<file path="src/rtl/frt_pkg.sv">
package frt_pkg;
  typedef enum logic [2:0] {
    A_STAT   = 3'd0,
    A_CNT_HI = 3'd1,
    A_CNT_LO = 3'd2,
    A_CMP_HI = 3'd3,
    A_CMP_LO = 3'd4,
    A_CAP_HI = 3'd5,
    A_CAP_LO = 3'd6
  } reg_addr_e;

  // control/status bit positions
  localparam int B_LVL    = 0;
  localparam int B_EDGE   = 1;
  localparam int B_IE_OVF = 2;
  localparam int B_IE_CAP = 4;
  localparam int CTL_W    = 5;

  // event indices
  localparam int N_EVT  = 3;
  localparam int EV_OVF = 0;
  localparam int EV_CMP = 1;
  localparam int EV_CAP = 2;

  // events whose flag needs a second access after the status read
  localparam logic [N_EVT-1:0] TWO_STEP_MASK = 3'b110;
endpackage

</file>
<file path="src/rtl/frt_count.sv">
module frt_count #(
  parameter int CNT_W = 16
) (
  input  logic             clk,
  input  logic             rst_n,
  input  logic             tick,
  output logic [CNT_W-1:0] count,
  output logic [CNT_W-1:0] count_nx,
  output logic             top_evt
);
  localparam logic [CNT_W-1:0] TOP = '1;
  localparam logic [CNT_W-1:0] ONE = CNT_W'(1);

  assign count_nx = count + ONE;
  assign top_evt  = tick && (count_nx == TOP);

  always_ff @(posedge clk) begin
    if (!rst_n)    count <= '0;
    else if (tick) count <= count_nx;
  end
endmodule

</file>
<file path="src/rtl/frt_edge.sv">
module frt_edge #(
  parameter int STAGES = 2
) (
  input  logic clk,
  input  logic rst_n,
  input  logic din,
  input  logic rise_sel,
  output logic evt
);
  // pipe[STAGES-1] is the synchronized level, pipe[STAGES] its previous value
  logic [STAGES:0] pipe;
  logic            now_lvl, old_lvl;

  always_ff @(posedge clk) begin
    if (!rst_n) pipe <= '0;
    else        pipe <= {pipe[STAGES-1:0], din};
  end

  assign now_lvl = pipe[STAGES-1];
  assign old_lvl = pipe[STAGES];
  assign evt     = rise_sel ? (now_lvl & ~old_lvl) : (~now_lvl & old_lvl);
endmodule

</file>
<file path="src/rtl/frt_flag.sv">
module frt_flag #(
  parameter bit TWO_STEP = 1'b1
) (
  input  logic clk,
  input  logic rst_n,
  input  logic set_evt,
  input  logic stat_rd,
  input  logic follow,
  output logic flag
);
  logic arm;

  always_ff @(posedge clk) begin
    if (!rst_n) begin
      flag <= 1'b0;
      arm  <= 1'b0;
    end else if (set_evt) begin
      // a fresh event wins and needs a fresh status read
      flag <= 1'b1;
      arm  <= 1'b0;
    end else if (stat_rd && flag) begin
      if (TWO_STEP) arm  <= 1'b1;
      else          flag <= 1'b0;
    end else if (TWO_STEP && arm && follow) begin
      flag <= 1'b0;
      arm  <= 1'b0;
    end
  end
endmodule

</file>
<file path="src/rtl/frt_capcmp.sv">
module frt_capcmp
  import frt_pkg::*;
#(
  parameter int CNT_W       = 16,
  parameter int SYNC_STAGES = 2
) (
  input  logic               clk,
  input  logic               rst_n,
  input  logic               tick,
  input  logic               reg_rd,
  input  logic               reg_wr,
  input  logic [2:0]         reg_addr,
  input  logic [CNT_W/2-1:0] reg_wdata,
  output logic [CNT_W/2-1:0] reg_rdata,
  input  logic               cap_in,
  input  logic               cmp_oe,
  output logic               cmp_pin,
  output logic               irq_ovf,
  output logic               irq_cmp,
  output logic               irq_cap
);
  localparam int BYTE_W = CNT_W / 2;

  logic [CTL_W-1:0]  ctl_q;
  logic [CNT_W-1:0]  count, count_nx, cmp_q, cap_q;
  logic [BYTE_W-1:0] lo_buf;
  logic              pin_q;
  logic              ovf_evt, cmp_evt, cap_evt;
  logic [N_EVT-1:0]  set_evt, follow, flags;
  logic [7:0]        stat_byte;
  reg_addr_e         addr;
  logic              stat_rd, wr_stat, wr_cmp_hi, wr_cmp_lo, rd_cnt_hi, rd_cap;

  assign addr      = reg_addr_e'(reg_addr);
  assign stat_rd   = reg_rd && (addr == A_STAT);
  assign wr_stat   = reg_wr && (addr == A_STAT);
  assign wr_cmp_hi = reg_wr && (addr == A_CMP_HI);
  assign wr_cmp_lo = reg_wr && (addr == A_CMP_LO);
  assign rd_cnt_hi = reg_rd && (addr == A_CNT_HI);
  assign rd_cap    = reg_rd && ((addr == A_CAP_HI) || (addr == A_CAP_LO));

  frt_count #(.CNT_W(CNT_W)) u_count (
    .clk      (clk),
    .rst_n    (rst_n),
    .tick     (tick),
    .count    (count),
    .count_nx (count_nx),
    .top_evt  (ovf_evt)
  );

  frt_edge #(.STAGES(SYNC_STAGES)) u_edge (
    .clk      (clk),
    .rst_n    (rst_n),
    .din      (cap_in),
    .rise_sel (ctl_q[B_EDGE]),
    .evt      (cap_evt)
  );

  // compare uses the register value held before any same-cycle write
  assign cmp_evt = tick && (count_nx == cmp_q);

  assign set_evt[EV_OVF] = ovf_evt;
  assign set_evt[EV_CMP] = cmp_evt;
  assign set_evt[EV_CAP] = cap_evt;
  assign follow[EV_OVF]  = 1'b0;
  assign follow[EV_CMP]  = wr_cmp_hi || wr_cmp_lo;
  assign follow[EV_CAP]  = rd_cap;

  for (genvar g = 0; g < N_EVT; g++) begin : g_flag
    frt_flag #(.TWO_STEP(TWO_STEP_MASK[g])) u_flag (
      .clk     (clk),
      .rst_n   (rst_n),
      .set_evt (set_evt[g]),
      .stat_rd (stat_rd),
      .follow  (follow[g]),
      .flag    (flags[g])
    );
  end

  always_ff @(posedge clk) begin
    if (!rst_n) begin
      ctl_q  <= '0;
      cmp_q  <= '1;
      cap_q  <= '0;
      lo_buf <= '0;
      pin_q  <= 1'b0;
    end else begin
      if (wr_stat)   ctl_q <= reg_wdata[CTL_W-1:0];
      if (wr_cmp_hi) cmp_q[CNT_W-1:BYTE_W] <= reg_wdata;
      if (wr_cmp_lo) cmp_q[BYTE_W-1:0]     <= reg_wdata;
      if (cap_evt)   cap_q <= count;
      if (rd_cnt_hi) lo_buf <= count[BYTE_W-1:0];
      if (cmp_evt && cmp_oe) pin_q <= ctl_q[B_LVL];
    end
  end

  assign stat_byte = {flags[EV_CAP], flags[EV_CMP], flags[EV_OVF], ctl_q};

  always_comb begin
    case (addr)
      A_STAT:   reg_rdata = BYTE_W'(stat_byte);
      A_CNT_HI: reg_rdata = count[CNT_W-1:BYTE_W];
      A_CNT_LO: reg_rdata = lo_buf;
      A_CMP_HI: reg_rdata = cmp_q[CNT_W-1:BYTE_W];
      A_CMP_LO: reg_rdata = cmp_q[BYTE_W-1:0];
      A_CAP_HI: reg_rdata = cap_q[CNT_W-1:BYTE_W];
      A_CAP_LO: reg_rdata = cap_q[BYTE_W-1:0];
      default:  reg_rdata = '0;
    endcase
  end

  assign {irq_cap, irq_cmp, irq_ovf} = flags & ctl_q[B_IE_CAP:B_IE_OVF];
  assign cmp_pin = pin_q;
endmodule

</file>
<file path="config.mk">
export PLATFORM = sky130hd
export DESIGN_NAME = frt_capcmp
export DESIGN_NICKNAME = d
export VERILOG_FILES = /design/src/rtl/frt_pkg.sv /design/src/rtl/frt_count.sv /design/src/rtl/frt_edge.sv /design/src/rtl/frt_flag.sv /design/src/rtl/frt_capcmp.sv
export SDC_FILE = /design/constraint.sdc
export NUM_CORES = 1
export LEC_CHECK = 0
export BUFFER_PORTS_ARGS = -buffer_cell sky130_fd_sc_hd__buf_2
export CAP_MARGIN = 10
export CORE_MARGIN = 2
export CORE_UTILIZATION = 26
export DETAILED_ROUTE_END_ITERATION = 10
export GPL_ROUTABILITY_DRIVEN = 1
export GPL_TIMING_DRIVEN = 0
export HOLD_SLACK_MARGIN = 0.15
export PLACE_DENSITY = 0.48
export SLEW_MARGIN = 20
export SYNTH_ARGS = -nofsm -noshare
export SYNTH_HDL_FRONTEND = slang
export SYNTH_HIERARCHICAL = 1
export SYNTH_SLANG_ARGS = --single-unit
</file>
<file path="constraint.sdc">
create_clock -name clk -period 3 [get_ports clk]
set_input_delay 0.3 -clock clk [delete_from_list [all_inputs] [get_ports clk]]
set_output_delay 0.3 -clock clk [all_outputs]
set_load 0.01 [all_outputs]
</file>
==> impl_metrics.ini <==
[outcome]
status = completed

[power_and_ir_drop]
power_leakage_uw = 0.00169
p_per_area_nw_per_um2 = 495
power_frac_clock = 0.475
internal_power_uw = 1690
combPwrFrac = 0.082
switching_share = 0.230
seqPwrFrac = 0.443
total_power_uw = 2190
power.switching_uw = 505
peakVddDrop_uv = 240

[worst_setup_path]
path_class = register to register
start_kind = register
reg2reg_to = cmp_pin
critPathArrivalTime_ns = 2.91
r2r-start = u_count/count[0]
cp_max_fo = 9
reg2regPathDepth = 10
r2r_slack_ns = 0.29
cp-end-kind = register
cp.required_ns = 3.20

[drt]
dr.first_iter.drc_count = 216
vias_per_cell = 4.79
vias = 3072
drt-total-wl_um = 10900
firstDrtPassIters = 4
wl_per_cell_um = 17.0
drc = 0
ant_nets = 0

[finish]
ff_latch_area_um2 = 1400
diodes = 0
nets = 473
finalNonFillerCells = 641
area_growth_pct = 17.5
n_fill_cell = 1501
multi_input_area_um2 = 2210
drive_above_1_share = 0.186
final_area_um2 = 4430

[cts]
clock_sinks = 70
post_cts_buffers = 0
ctsHoldBuffers = 0
clock_path_buffers = 2
cts_tree = done
path_clk_slew_ns = 0.06
clk_latency_ns = 0.33
clock-root-buffer = clkbuf_16
numCtsBuffers = 9
htreeDepth = 3

[timing]
worstMarginPinSlew_ns = 0.775
rsz0062_at_grt = no
max-slew-margin-rel = 0.482
post-route-period-util = 0.903
setup_slack_ns = 0.291
setup_viol = 0
hold_viol_final = 0
period_needed_ns = 2.71
fmax_ghz = 0.369
drv_slew = 0
fin_worst_skew_ns = 0.00632
fin_tns_setup_ns = 0

[floorplanning]
std_cell_rows = 44
fp.dieW_um = 124
dieHeight_um = 124
die_area_um2 = 15500
core_area_um2 = 14400
initial_core_util = 0.262
io_pins = 30

[yosys]
syn-num-nets = 435
synthCells = 415
syn_area_per_cell_um2 = 9.09
yosysWarnings = 6
syn_area_um2 = 3770

[place]
place_inst = 626
pre_cts_ws_ns = 0.127
dpl.hpwl_um = 8250
place_area_um2 = 4140
place.gp.congestion = 0.843
portBuffers = 27

[global_route]
grt_pass1_vias = 3202
top_usage_layer = met2
use_met1 = 0.190
grt_pass1_wl_um = 17600
grt_overflow_total = 0
globalRouteMet2Util = 0.241
grt.total_usage = 0.147
grt_start_max_net_pins = 17
antenna_found_initial = 0
gr-usage-met3 = 0.0314

[worst_hold_path]
min_path_type = input pin to register
holdPathStages = 2
hold_end = u_edge/pipe[0]
min_from = cap_in

[run]
maxCapViolCount = 0
-- power groups by stage --
| stage | Combinational, uW | Sequential [uW] | Clock (uW) |
|---|---|---|---|
| floorplan | 122 | 977 | 0 |
| detailed placement | 181 | 989 | 0 |
| global placement | 179 | 989 | 0 |
| finish | 180 | 970 | 1040 |
| global route | 198 | 971 | 1110 |
| CTS | 182 | 969 | 1070 |
-- critical path, stage by stage (launching register included) --
cell      delay [ns]
dfxtp_2         0.45
ha_1            0.24
and3_1          0.18
buf_6           0.13
and3_4          0.22
xor2_2          0.18
xnor2_1         0.13
nand2_1         0.07
or4_4           0.56
o311ai_2        0.30
o41ai_2         0.12
-- cells in the final DEF, fill, tap and decap left out, drive strengths merged, types with 2 or more instances in the layout --
master	n
dfxtp	70
nand2	57
buf	42
nor2	41
mux2i	36
nand3	27
clkbuf	25
xnor2	23
and2	18
xor2	17
o21ai	13
mux2	9
inv	8
mux4	7
nand4	6
nand2b	6
and3	6
nor2b	5
nor4bb	3
or3	3
a21boi	3
o22ai	3
nor3	3
and4	3
a22oi	2
o311ai	2
a21oi	2
ha	2
nor4b	2
-- registers in the layout, indices dropped and copies added, names as in the netlist --
| register | cells |
|---|---|
| cap_q | 16 |
| cmp_q | 16 |
| u_count/count | 16 |
| lo_buf | 8 |
| ctl_q | 5 |
| g_flag.u_flag/flag | 3 |
| u_edge/pipe | 3 |
| g_flag.u_flag/arm | 2 |
| cmp_pin | 1 |
-- area by class of cell --
class / count / share of cell area
Inverter: 8 / 0.00678
Sequential cell: 70 / 0.317
Multi-Input combinational cell: 311 / 0.499
Tap cell: 184 / 0.0520
Timing Repair Buffer: 27 / 0.0305
Buffer: 26 / 0.0311
Clock buffer: 14 / 0.0573
Clock inverter: 1 / 0.00678
-- worst max path at each step --
stage / startpoint / to / slack, ns
2_1_floorplan: u_count/count[0] / cmp_pin / 0.48
3_3_place_gp: u_count/count[0] / cmp_pin / 0.16
3_5_place_dp: u_count/count[0] / cmp_pin / 0.13
4_1_cts: u_count/count[0] / cmp_pin / 0.11
5_1_grt: u_count/count[9] / g_flag[1].u_flag/flag / 0.11
6_report: u_count/count[0] / cmp_pin / 0.29
-- metal layers --
layer | part of all wire | wire, um
met2 | 0.47 | 5140
met3 | 0.045 | 488
met4 | 0.015 | 165
met1 | 0.47 | 5090
met5 | 0 | 0
-- through the flow --
step	hold WS [ns]	utilization
floorplan	0.412	-
global placement	0.419	0.288
detailed placement	0.427	0.288
CTS	0.166	0.308
global route	0.174	0.308
finish	0.175	0.308
-- what timing repair did --
action	in CTS	in global routing
hold endpoints to repair	0	0
setup endpoints to repair	0	3
gates resized for setup	0	2
(Power assumes the default switching activity.)
